[src/rtl/cic_pkg.sv]
package cic_pkg;

    localparam int GRP_W     = 8;
    localparam int DATA_W    = 32;
    localparam int IDX_W     = 3;
    localparam int NUM_TMR   = 2;
    localparam int NUM_GRP   = 2;
    localparam int CASC_POS0 = 7;
    localparam int CASC_POS1 = 3;

    typedef enum logic [IDX_W-1:0] {
        W_L0_STAT  = 3'd0,
        W_L0_MASK  = 3'd1,
        W_L1_STAT  = 3'd2,
        W_L1_MASK  = 3'd3,
        W_MAP_STAT = 3'd4,
        W_MAP_MSK0 = 3'd5,
        W_MAP_MSK1 = 3'd6,
        W_TMR_CLR  = 3'd7
    } word_e;

    typedef struct packed {
        logic [GRP_W-1:0] grp0;
        logic [GRP_W-1:0] grp1;
        logic [GRP_W-1:0] map0;
        logic [GRP_W-1:0] map1;
    } mask_set_t;

    function automatic logic [DATA_W-1:0] widen(input logic [GRP_W-1:0] v);
        return {{(DATA_W-GRP_W){1'b0}}, v};
    endfunction

endpackage

[src/rtl/cic_mask_regs.sv]
module cic_mask_regs
    import cic_pkg::*;
(
    input  logic             clk,
    input  logic             rst,
    input  logic             wr_en,
    input  word_e            word,
    input  logic [GRP_W-1:0] wdata,
    output mask_set_t        masks
);
    always_ff @(posedge clk) begin
        if (rst) begin
            masks <= '0;
        end else if (wr_en) begin
            case (word)
                W_L0_MASK:  masks.grp0 <= wdata;
                W_L1_MASK:  masks.grp1 <= wdata;
                W_MAP_MSK0: masks.map0 <= wdata;
                W_MAP_MSK1: masks.map1 <= wdata;
                default:    ;
            endcase
        end
    end
endmodule

[src/rtl/cic_group.sv]
module cic_group
    import cic_pkg::*;
#(
    parameter int CASC_POS = 7
) (
    input  logic             clk,
    input  logic             rst,
    input  logic [GRP_W-1:0] src,
    input  logic             casc,
    input  logic [GRP_W-1:0] mask,
    output logic [GRP_W-1:0] status,
    output logic             irq
);
    always_comb begin
        status           = src;
        status[CASC_POS] = casc;
    end

    always_ff @(posedge clk) begin
        if (rst) irq <= 1'b0;
        else     irq <= |(status & mask);
    end
endmodule

[src/rtl/cic_tmr_latch.sv]
module cic_tmr_latch (
    input  logic clk,
    input  logic rst,
    input  logic pulse,
    input  logic clr,
    output logic flag
);
    logic pulse_q;
    logic rise;

    assign rise = pulse & ~pulse_q;

    always_ff @(posedge clk) begin
        if (rst) begin
            pulse_q <= 1'b0;
            flag    <= 1'b0;
        end else begin
            pulse_q <= pulse;
            if (rise)     flag <= 1'b1;
            else if (clr) flag <= 1'b0;
        end
    end
endmodule

[src/rtl/cascade_intc.sv]
module cascade_intc
    import cic_pkg::*;
(
    input  logic               clk,
    input  logic               rst,
    input  logic [GRP_W-1:0]   src_l0,
    input  logic [GRP_W-1:0]   src_l1,
    input  logic [GRP_W-1:0]   src_map,
    input  logic [NUM_TMR-1:0] tmr_pulse,
    input  logic [IDX_W-1:0]   bus_addr,
    input  logic               bus_wr,
    input  logic [GRP_W-1:0]   bus_wdata,
    output logic [DATA_W-1:0]  bus_rdata,
    output logic [NUM_GRP-1:0] irq_out,
    output logic [NUM_TMR-1:0] tmr_irq
);
    word_e            word;
    mask_set_t        masks;
    logic [GRP_W-1:0] stat0;
    logic [GRP_W-1:0] stat1;
    logic             casc0;
    logic             casc1;

    assign word  = word_e'(bus_addr);
    assign casc0 = |(src_map & masks.map0);
    assign casc1 = |(src_map & masks.map1);

    cic_mask_regs u_regs (
        .clk   (clk),
        .rst   (rst),
        .wr_en (bus_wr),
        .word  (word),
        .wdata (bus_wdata),
        .masks (masks)
    );

    cic_group #(.CASC_POS(CASC_POS0)) u_grp0 (
        .clk    (clk),
        .rst    (rst),
        .src    (src_l0),
        .casc   (casc0),
        .mask   (masks.grp0),
        .status (stat0),
        .irq    (irq_out[0])
    );

    cic_group #(.CASC_POS(CASC_POS1)) u_grp1 (
        .clk    (clk),
        .rst    (rst),
        .src    (src_l1),
        .casc   (casc1),
        .mask   (masks.grp1),
        .status (stat1),
        .irq    (irq_out[1])
    );

    generate
        for (genvar t = 0; t < NUM_TMR; t++) begin : g_tmr
            cic_tmr_latch u_latch (
                .clk   (clk),
                .rst   (rst),
                .pulse (tmr_pulse[t]),
                .clr   (bus_wr && word == W_TMR_CLR && bus_wdata[t]),
                .flag  (tmr_irq[t])
            );
        end
    endgenerate

    always_comb begin
        case (word)
            W_L0_STAT:  bus_rdata = widen(stat0);
            W_L0_MASK:  bus_rdata = widen(masks.grp0);
            W_L1_STAT:  bus_rdata = widen(stat1);
            W_L1_MASK:  bus_rdata = widen(masks.grp1);
            W_MAP_STAT: bus_rdata = widen(src_map);
            W_MAP_MSK0: bus_rdata = widen(masks.map0);
            W_MAP_MSK1: bus_rdata = widen(masks.map1);
            default:    bus_rdata = {{(DATA_W-NUM_TMR){1'b0}}, tmr_irq};
        endcase
    end
endmodule

[config.mk]
export PLATFORM = sky130hd
export DESIGN_NAME = cascade_intc
export DESIGN_NICKNAME = d
export VERILOG_FILES = /design/src/rtl/cic_pkg.sv /design/src/rtl/cic_mask_regs.sv /design/src/rtl/cic_group.sv /design/src/rtl/cic_tmr_latch.sv /design/src/rtl/cascade_intc.sv
export SDC_FILE = /design/constraint.sdc
export NUM_CORES = 1
export LEC_CHECK = 0
export BUFFER_PORTS_ARGS = -buffer_cell sky130_fd_sc_hd__buf_2
export CAP_MARGIN = 30
export CORE_MARGIN = 10
export CORE_UTILIZATION = 55
export DETAILED_ROUTE_END_ITERATION = 16
export PLACE_DENSITY = 0.89
export SLEW_MARGIN = 10
export SYNTH_ARGS = -nofsm -noshare
export SYNTH_HDL_FRONTEND = slang
export SYNTH_HIERARCHICAL = 1
export SYNTH_SLANG_ARGS = --single-unit
[constraint.sdc]
create_clock -name clk -period 3.5 [get_ports clk]
set_input_delay 0.35 -clock clk [delete_from_list [all_inputs] [get_ports clk]]
set_output_delay 0.35 -clock clk [all_outputs]
set_load 0.01 [all_outputs]
# Yosys cells after proc, flatten, opt, wreduce, memory -nomap -nowiden

Index checks and enable logic that the tools add are counted.

Shift-type cells: 0
Divide/modulo/power cells: 0
Muxes and demuxes: 5
Equality and inequality tests: 7
Bitwise operators: 8
$mul: 0
Reduce and logical (&&, ||, !) cells: 14
Magnitude comparators: 0
$add $sub $neg: 0

Operator list:

| cell                                                 | count |
|---|---|
| case mux 8 bit (7 select lines)                      | 1 |
| AND 8 bit                                            | 4 |
| OR reduction 8 bit                                   | 4 |
| equality test 3 bit (second input constant)          | 4 |
| AND reduction 2 bit                                  | 4 |
| equality test 3 x 2 -> 1 bit (second input constant) | 2 |
| 2-to-1 mux 1 bit                                     | 4 |
| nonzero test 2 bit                                   | 2 |
| equality test 3 x 1 -> 1 bit (second input constant) | 1 |
| logical AND 1 bit                                    | 3 |
| zero test 3 bit                                      | 1 |
| AND 1 bit                                            | 2 |
| NOT 1 bit                                            | 2 |

Memories kept: 0
Bits in latches: 0
Memory bits (writable): 0
Memory bits (read-only): 0
Output and inout port bits: 36
Input port bits: 40
Flip-flop bits (word level): 38

# Longest topological paths before layout

Gate-level depths: netlist of run 1.

Word-level depth: 5
Gate-level depth with buffers: 7
Mapped depth without buffers: 6

# By module

The synthesis of run 1 kept the hierarchy.

By module, submodules not included:

| module        | area each (um^2) | cells an instance | instances | sequential area each (um^2) |
|---|---|---|---|---|
| cic_mask_regs | 1307.5           | 117               | 1         | 640.6 |
| cascade_intc  | 860.8            | 116               | 1         | 0.0 |
| cic_group     | 118.9            | 14                | 2         | 20.0 |
| cic_tmr_latch | 67.6             | 6                 | 2         | 40.0 |

# Least setup slack after synthesis of run 1

Ideal clock, no wire load.

Path type: input to output
Start point: in src_map[2]
End point: out bus_rdata[7]
Cell stages on the path: 7
Arrival: 1.288 ns
Setup slack: 1.862 ns
Path through: a22oi_1 -> nand4_1 -> buf_4 -> mux2i_1 -> nor2_1 -> a311oi_1 -> o22ai_1

Word-level cells in the longest chain between the ends: 3

RTL lines:

| item                            | line               | source |
|---|---|---|
| start: declaration              | cascade_intc.sv:8  | `input logic [GRP_W-1:0] src_map,` |
| AND 8 bit                       | cascade_intc.sv:25 | `assign casc0 = \|(src_map & masks.map0);` |
| OR reduction 8 bit              | cascade_intc.sv:25 |  |
| via casc0                       | cascade_intc.sv:21 | `logic casc0;` |
| case mux 8 bit (7 select lines) | cascade_intc.sv:70 | `case (word)` |
| end: declaration                | cascade_intc.sv:13 | `output logic [DATA_W-1:0] bus_rdata,` |

The timed path passes the listed nets, and every way through them passes these cells.

# Final worst setup path of run 1

Start point: in bus_addr[0]
End point: out bus_rdata[7]

Word-level cells in the longest chain between the ends: 2

RTL lines:

| item                                        | line               | source |
|---|---|---|
| start: declaration                          | cascade_intc.sv:10 | `input logic [IDX_W-1:0] bus_addr,` |
| equality test 3 bit (tied with other cells) | cascade_intc.sv:70 |  |
| case mux 8 bit (7 select lines) *           | cascade_intc.sv:70 |  |

Every way passes the cells marked *; elsewhere a longest branch is shown, timed or not.

==> impl_metrics.yaml, run 1 <==
worst_setup_path:
  worstPathCellList: "buf_2, mux2i_1, nor2_1, a311oi_1, o22ai_1, buf_2"
  r2r_start: "u_regs/masks[12]$_SDFFE_PP0P_"
  worstSetupEndpointType: "primary output"
  cp.depth: 6
  slowest_delay_ps: 650
  startpoint: "bus_addr[0]"
  reg2reg_slack_ps: 2230
  critPathTopFamily: "buffers and inverters"
  reg2reg_depth: 4
  r2r-end: "u_grp0/irq$_SDFF_PP0_"
  crit_top_cell: "buf_2"
  cp_max_fo: 37
  cp-endpoint: "bus_rdata[7]"
  slowest_stage: "buf_2"
  crit_buf_inv: 2
  criticalPathCategory: "input pin to primary output"
  cp.required_ps: 3150
  cp-start-kind: "input pin"
  crit_arrival_ps: 1920
synthesis:
  yosysMostFrequentCell: "nand2b_1"
  yosysTopAreaCell: "dfxtp_1"
  syn-cell-area_um2: 2541
  ys.flop_type: "dfxtp_1"
  ys_types: 41
  netlist_instances: 273
  synth_seq_area_share: 0.2994
  ys_async_sr_fraction: 0
  synth_area_leaders: "dfxtp_1, mux2i_1, buf_4, nand2b_1, a22oi_1"
  yosysWarnings: 6
  avgSynthCellArea_um2: 9.308
  synth_edf_count: 0
  synth_top_area_frac: 0.2994
  synth_commonest_cells: "nand2b_1, mux2i_1, buf_4, dfxtp_1, a22oi_1"
  synth-seq-cells: 38
routing:
  wl_met3_um: 788
  finalWirelength_mm: 6.430
  num_vias: 2059
  antenna_left: 0
  maxUsedRoutingLayer: "met4"
  dr_wl_met2_mm: 2.860
  drt_iter0_drc: 319
  post_drt_wl_per_cell_um: 18.42
  via_per_inst: 5.900
  drt_first_pass_iters: 4
  m1WireLength_mm: 2.673
  drc_errors: 0
clocking:
  holdBufCountCts: 0
  clockRootBuffer: "clkbuf_8"
  cts_tree: "yes"
  htreeDepth: 2
  cts.reportedPaths.clkPinSlew_ps: 80
  cts_post_setup_buffers_inserted: 0
  clkSinkCount: 38
  cts_resized: 0
  clk_latency_ps: 290
  clockBufferDepth: 2
  cts_buffers: 5
placement:
  io_buffers: 49
  dp_hpwl_mm: 4.798
  gp_congestion: 0.9296
floorplan:
  ios: 76
  fp.dieH_um: 87.98
  num_rows: 24
  dieWidth_um: 87.98
  die_area_um2: 7740
  coreArea_um2: 4414
  start_util: 0.5757
layout:
  num_antenna_cells: 0
  layout.nets: 336
  fillers: 400
  drive_above_1_share: 0.2121
  area_growth_syn_to_layout_pct: 2.757
  utilization: 0.5916
grt:
  antenna_found_initial: 0
  grt_use_total: 0.1611
  grt_max_degree: 47
  grt_overflow_total: 0
  grt_pass1_vias: 1966
  grt_pass1_wl_mm: 9.922
sta:
  clock.fmax_ghz: 0.4412
  tightest_slew_ps: 851.0
  setup_tns_ps: 0
  grt_setup_unrepaired: "no"
  min_period_ps: 2266
  drv_slew: 0
  finalCritPeriodShare: 0.6476
  timing.slew.headroom: 0.4327
  setup_viol: 0
  hold_viol_final: 0
  finClkSkew_ps: 13.99
run_status:
  status: "finished, final reports clean"
worst_hold_path:
  hold_class: "input pin to flip-flop"
pwr:
  power_density_nw_per_um2: 357.5
  irDropWorstVdd_v: 0.0002962
  p_leak_nw: 1.223
run:
  maxCapViolations: 0
==> worst min-delay path by stage <==
stage                                        startpoint                             endpoint  slack (ps)  depth (start not counted)
final                                      tmr_pulse[0]  g_tmr[0].u_latch/pulse_q$_SDFF_PP0_         280                          2
after CTS                                  tmr_pulse[0]  g_tmr[0].u_latch/pulse_q$_SDFF_PP0_         280                          2
after global placement    u_regs/masks[26]$_SDFFE_PP0P_        u_regs/masks[26]$_SDFFE_PP0P_         470                          2
after global routing                       tmr_pulse[0]  g_tmr[0].u_latch/pulse_q$_SDFF_PP0_         300                          2
after floorplan                                     rst   g_tmr[0].u_latch/flag$_SDFFE_PP0P_         410                          1
after detailed placement  u_regs/masks[26]$_SDFFE_PP0P_        u_regs/masks[26]$_SDFFE_PP0P_         480                          2
==> state kept, by name, summed over array words and instances (netlist names) <==
signal and cells:
g_tmr.u_latch/pulse_q 2, u_regs/masks 32, u_grp0/irq 1, u_grp1/irq 1, g_tmr.u_latch/flag 2
==> layout make-up <==
| type | count | area [um^2] | area share |
|---|---|---|---|
| clock buffer | 7 | 86.33 | 0.03306 |
| timing repair buffer | 49 | 245.2 | 0.09391 |
| clock inverter | 1 | 5.005 | 0.001917 |
| multi-input combinational | 201 | 1445 | 0.5534 |
| tap | 52 | 65.06 | 0.02492 |
| sequential | 38 | 760.7 | 0.2913 |
| inverter | 1 | 3.754 | 0.001437 |
==> power by group <==
group / total [mW] / internal [mW] / switching [mW]
Combinational: 0.167 / 0.0676 / 0.0997
Sequential: 0.453 / 0.444 / 0.00903
Clock: 0.313 / 0.159 / 0.154
Total: 0.934 / 0.671 / 0.263
==> cell usage in the layout (no fill, tap or decap), types with 2 or more instances in the layout <==
| master | count |
|---|---|
| and3_1 | 3 |
| buf_2 | 49 |
| nand2b_1 | 46 |
| clkbuf_8 | 6 |
| and2b_1 | 2 |
| a22oi_1 | 18 |
| nor2_1 | 9 |
| a41oi_1 | 2 |
| conb_1 | 24 |
| o221ai_1 | 3 |
| a221oi_1 | 2 |
| a22o_1 | 3 |
| nand2_1 | 6 |
| nand4_1 | 2 |
| a21oi_1 | 4 |
| mux2i_1 | 45 |
| o22ai_1 | 3 |
| a211oi_1 | 2 |
| a21oi_2 | 3 |
| a311oi_1 | 2 |
| nand4b_1 | 3 |
| dfxtp_1 | 38 |
| nor2b_1 | 5 |
==> per-stage QoR <==
step | hold WS, ps | power (mW) | setup WS (ps) | cells | cell area (um^2)
after floorplan | 412.4 | 0.6036 | 1862 | 296 | 2628
after global placement | 471.9 | 0.6217 | 1260 | 341 | 2520
after detailed placement | 480.5 | 0.6255 | 1261 | 341 | 2520
after CTS | 281.8 | 0.9348 | 1246 | 349 | 2611
after global routing | 304.6 | 0.9765 | 1132 | 349 | 2611
final | 277.9 | 0.9335 | 1234 | 349 | 2611
==> cells by family after synthesis <==
| family | count (synthesis) | share of synthesized area |
|---|---|---|
| flip-flops | 38 | 0.2994 |
| other | 1 | 0.001476 |
| AO/OA/AOI/OAI | 49 | 0.1526 |
| buffers and inverters | 57 | 0.1659 |
| multiplexers | 46 | 0.1817 |
| AND/OR/NAND/NOR | 82 | 0.1989 |
==> routing by layer <==
layer  GRT usage  vias to the layer above
li1            -                      955
met2      0.2447                      115
met4     0.04783                        0
met5           0                        -
met3     0.06035                       15
met1      0.2068                      974
Power figures use the tool's default switching activity.
==> inputs of run 2 (changes only) <==
--- a/config.mk
+++ b/config.mk
@@ -8,9 +8,9 @@
 export BUFFER_PORTS_ARGS = -buffer_cell sky130_fd_sc_hd__buf_2
 export CAP_MARGIN = 30
 export CORE_MARGIN = 10
-export CORE_UTILIZATION = 55
+export CORE_UTILIZATION = 47
 export DETAILED_ROUTE_END_ITERATION = 16
-export PLACE_DENSITY = 0.89
+export PLACE_DENSITY = 0.82
 export SLEW_MARGIN = 10
 export SYNTH_ARGS = -nofsm -noshare
 export SYNTH_HDL_FRONTEND = slang
==> constraint.sdc (replaced) <==
create_clock -name clk -period 1.97 [get_ports clk]
set_input_delay 0.197 -clock clk [delete_from_list [all_inputs] [get_ports clk]]
set_output_delay 0.197 -clock clk [all_outputs]
set_load 0.01 [all_outputs]
==> run 2 against run 1 <==
Effect of this change:
- non-clock buffer count grew 13
- combinational power grew 90%
- total power grew 81%
- critical path type is now flip-flop to primary output
- largest cell class unchanged
- highest routed layer unchanged
==> impl_metrics.yaml, run 2 (same netlist as run 1, synthesis figures left out) <==
worst_setup_path:
  slowest_delay_ps: 340
  cp.required_ps: 1770
  worstSetupEndpointType: "primary output"
  slowest_stage: "dfxtp_2"
  crit_arrival_ps: 1690
  worstPathCellList: "a22oi_2, nand4_1, mux2i_1, nor2_1, a311oi_2, o22ai_2, buf_2"
  cp-start-kind: "flip-flop"
  cp_max_fo: 3
  criticalPathCategory: "flip-flop to primary output"
layout:
  area_growth_syn_to_layout_pct: 9.207
  stdcell_count: 380
  regMostFlops: "u_regs/masks"
  final_cell_mix: "buf_2, nand2b_1, mux2i_1"
  drive_above_1_share: 0.2806
  num_antenna_cells: 0
  final_common_cell: "buf_2"
  utilization: 0.5365
  largest_register_ff_count: 32
  layout.nets: 349
  design_area_um2: 2775
  reg_top3: "u_regs/masks (32), g_tmr.u_latch/flag (2), g_tmr.u_latch/pulse_q (2)"
sta:
  finClkSkew_ps: 3.913
  timing.slew.headroom: 0.5874
  grt_setup_unrepaired: "yes"
  whs_ps: 131.6
  clock.fmax_ghz: 0.5291
  finalCritPeriodShare: 0.9595
  setup_viol: 0
  setup_tns_ps: 0
  min_period_ps: 1890
  timing.final.ws_setup_ps: 79.85
  drv_slew: 0
  hold_viol_final: 0
  tightest_slew_ps: 618.9
floorplan:
  start_util: 0.4913
  die_area_um2: 8748
  num_rows: 26
  dieWidth_um: 93.53
  fp.dieH_um: 93.53
  coreArea_um2: 5172
  ios: 76
routing:
  num_vias: 2060
  drc_errors: 0
  post_drt_wl_per_cell_um: 17.51
  drt_first_pass_iters: 4
  finalWirelength_mm: 6.655
  antenna_left: 0
  via_per_inst: 5.421
  drt_iter0_drc: 191
clocking:
  htreeDepth: 2
  cts_buffers: 5
  cts_tree: "yes"
  holdBufCountCts: 0
  clockRootBuffer: "clkbuf_8"
  clockBufferDepth: 2
  clkSinkCount: 38
  clk_latency_ps: 300
  cts.reportedPaths.clkPinSlew_ps: 70
placement:
  post_dp_cell_area_um2: 2633
  place_inst: 371
  dp_hpwl_mm: 5.106
  io_buffers: 49
  pre_cts_ws_ps: 246.0
  gp_congestion: 0.9704
grt:
  grt_use_total: 0.1475
  grt_pass1_wl_mm: 10.38
  grt_pass1_vias: 2035
  antenna_found_initial: 0
  grt_overflow_total: 0
  grt_max_degree: 47
run:
  maxCapViolations: 0
run_status:
  status: "finished, final reports clean"
pwr:
  p_leak_nw: 1.290
  power_mw: 1.688
  irDropWorstVdd_v: 0.0003207
  power_density_nw_per_um2: 608.3
worst_hold_path:
  hold_class: "input pin to flip-flop"
==> run 2: critical path, delay by kind of cell (launching register included) <==
family	cells	cell delay, ps
buffers and inverters	1	150
AND/OR/NAND/NOR	2	230
flip-flops	1	340
AO/OA/AOI/OAI	3	500
multiplexers	1	170
==> run 2: routing by layer <==
metal	routed length, um	part of all wire	global-route usage
met3	677	0.10	0.04556
met2	2918	0.44	0.2314
met4	105	0.016	0.04304
met5	0	0	0
met1	2953	0.44	0.1895
==> run 2: report_power, final <==
group	leakage, nW	total, mW	internal [mW]	switching [mW]
Clock	0.0472	0.566	0.281	0.284
Sequential	0.311	0.805	0.789	0.0169
Combinational	0.932	0.317	0.135	0.182
Total	1.29	1.69	1.21	0.483
==> run 2: cell type report <==
cell class              count  area (um^2)
fillers                   479         2397
multi-input cells         201         1478
flip-flops and latches     38        768.2
repair buffers             62        342.8
well taps                  70        87.58
clock buffers               6        82.58
clock inverters             2        12.51
inverters                   1        3.754
==> run 2: timing repair <==
action / 4_1_cts / 5_1_grt
hold endpoints to repair: 0 / 0
pin swaps: 1 / 4
setup buffers: 1 / 0
gates resized for setup: 0 / 11
setup endpoints to repair: 1 / 1
==> run 2: final timing paths <==
path | start | endpoint | slack, ps | depth (start not counted)
hold / removal | tmr_pulse[1] | g_tmr[1].u_latch/pulse_q$_SDFF_PP0_ | 130 | 2
setup reg to reg | u_regs/masks[12]$_SDFFE_PP0P_ | u_grp0/irq$_SDFF_PP0_ | 690 | 5
hold reg to reg | u_regs/masks[18]$_SDFFE_PP0P_ | u_regs/masks[18]$_SDFFE_PP0P_ | 500 | 2
setup / recovery | u_regs/masks[12]$_SDFFE_PP0P_ | bus_rdata[7] | 80 | 7
==> inputs of run 3 (changes only) <==
--- a/config.mk
+++ b/config.mk
@@ -9,8 +9,10 @@
 export CAP_MARGIN = 30
 export CORE_MARGIN = 10
 export CORE_UTILIZATION = 47
+export CTS_CLUSTER_SIZE = 25
 export DETAILED_ROUTE_END_ITERATION = 16
 export PLACE_DENSITY = 0.82
+export SETUP_SLACK_MARGIN = 0.1
 export SLEW_MARGIN = 10
 export SYNTH_ARGS = -nofsm -noshare
 export SYNTH_HDL_FRONTEND = slang
==> run 3 against run 2 <==
Effect of this change:
- worst hold slack about the same
- global-route usage increased by 0.44 points
- die area did not move
- total power grew 1.2%
- flip-flop and latch count unchanged
- setup slack lost 61 ps
- utilization is 1.2 points higher
- first-iteration DRC count is 14% higher
- maximum frequency is 3.1% lower
- wire length up 3.3%
==> impl_metrics.yaml, run 3 (same netlist as run 1, synthesis figures left out) <==
pwr:
  power_mw: 1.708
  seqPwrFrac: 0.472
  irDropWorstVdd_v: 0.0003222
  switching_share: 0.2880
  p_clk_frac: 0.333
  p_leak_nw: 1.330
  power_switching_mw: 0.4921
  comb_power_share: 0.195
  power_density_nw_per_um2: 601.8
  internal_power_mw: 1.216
floorplan:
  coreArea_um2: 5172
  dieWidth_um: 93.53
  num_rows: 26
  start_util: 0.4913
  ios: 76
  die_area_um2: 8748
  fp.dieH_um: 93.53
sta:
  clock.fmax_ghz: 0.5125
  grt_setup_unrepaired: "yes"
  finClkSkew_ps: 4.817
  min_period_ps: 1951
  whs_ps: 131.8
  tightest_slew_ps: 622.8
  finalCritPeriodShare: 0.9905
  drv_slew: 0
  timing.final.ws_setup_ps: 18.68
  hold_viol_final: 0
  setup_tns_ps: 0
  timing.slew.headroom: 0.5848
  setup_viol: 0
placement:
  io_buffers: 49
  pre_cts_ws_ps: 246.0
  post_dp_cell_area_um2: 2633
  gp_congestion: 0.9704
  place_inst: 371
  dp_hpwl_mm: 5.106
routing:
  drt_first_pass_iters: 4
  maxUsedRoutingLayer: "met4"
  wl_met3_um: 775
  num_vias: 2157
  m1WireLength_mm: 2.866
  post_drt_wl_per_cell_um: 17.77
  finalWirelength_mm: 6.877
  drt_iter0_drc: 218
  drc_errors: 0
  antenna_left: 0
  via_per_inst: 5.574
  dr_wl_met2_mm: 3.110
grt:
  grt_use_total: 0.1519
  grt_pass1_vias: 2114
  antenna_found_initial: 0
  grt_pass1_wl_mm: 10.71
  grt_overflow_total: 0
  grt_max_degree: 47
worst_hold_path:
  hold_start: "tmr_pulse[1]"
  hold_class: "input pin to flip-flop"
worst_setup_path:
  crit_arrival_ps: 1750
  criticalPathCategory: "flip-flop to primary output"
  startpoint: "u_regs/masks[8]$_SDFFE_PP0P_"
  slowest_delay_ps: 340
  slowest_stage: "dfxtp_2"
  worstSetupEndpointType: "primary output"
  worstPathCellList: "a22oi_2, nand4_1, mux2i_1, nor2_1, a311oi_2, o22ai_2, buf_2"
  critPathTopFamily: "compound AO/OA/AOI/OAI gates"
  cp.required_ps: 1770
  cp-start-kind: "flip-flop"
  r2r_start: "u_regs/masks[8]$_SDFFE_PP0P_"
  cp_max_fo: 3
  crit_buf_inv: 1
clocking:
  clockRootBuffer: "clkbuf_8"
  cts_buffers: 5
  clkSinkCount: 38
  clk_latency_ps: 300
  htreeDepth: 2
  clockBufferDepth: 2
  holdBufCountCts: 0
  cts_tree: "yes"
  cts.reportedPaths.clkPinSlew_ps: 80
layout:
  stdcell_count: 387
  layout.nets: 356
  drive_above_1_share: 0.3060
  reg_top3: "u_regs/masks (32), g_tmr.u_latch/flag (2), g_tmr.u_latch/pulse_q (2)"
  regMostFlops: "u_regs/masks"
  final_cell_mix: "buf_2, nand2b_1, mux2i_1"
  design_area_um2: 2839
  utilization: 0.5489
  area_growth_syn_to_layout_pct: 11.72
  num_antenna_cells: 0
  largest_register_ff_count: 32
  final_common_cell: "buf_2"
run:
  maxCapViolations: 0
run_status:
  status: "finished, final reports clean"
## run 3: cell count changes in the layout (fill, tap and decap cells not counted), sizes merged
cell and delta:
buf +7
## run 3: area by class of cell
cell class / count / area [um^2]
flip-flops and latches: 38 / 767.0
clock inverters: 2 / 12.51
repair buffers: 69 / 395.4
inverters: 1 / 3.754
fillers: 465 / 2333
multi-input cells: 201 / 1490
clock buffers: 6 / 82.58
well taps: 70 / 87.58
## run 3: repair_timing
item / CTS / global route
hold endpoints to repair: 0 / 0
gates cloned: 0 / 0
setup buffers: 9 / 0
resized for setup: 7 / 6
pin swaps: 5 / 8
endpoints found under the setup margin: 1 / 2
## run 3: path summary, 6_finish.rpt
path,cells past startpoint,slack (ps),to
hold reg to reg,2,500,u_regs/masks[26]$_SDFFE_PP0P_
setup reg to reg,9,210,u_grp0/irq$_SDFF_PP0_
setup / recovery,7,20,bus_rdata[7]
hold / removal,2,130,g_tmr[1].u_latch/pulse_q$_SDFF_PP0_
## run 3: power by group through the flow
stage                     clock network [mW]  logic, mW  registers, mW
final                                  0.569      0.332          0.807
after global routing                   0.608      0.361          0.809
after CTS                              0.579      0.322          0.806
after detailed placement                   0      0.302          0.823
after global placement                     0      0.298          0.822
after floorplan                            0      0.252          0.821
## run 3: routing by layer
metal	up-vias	global-route usage
li1	1000	-
met1	1029	0.1923
met2	115	0.2419
met3	13	0.04636
met4	0	0.04557
met5	-	0
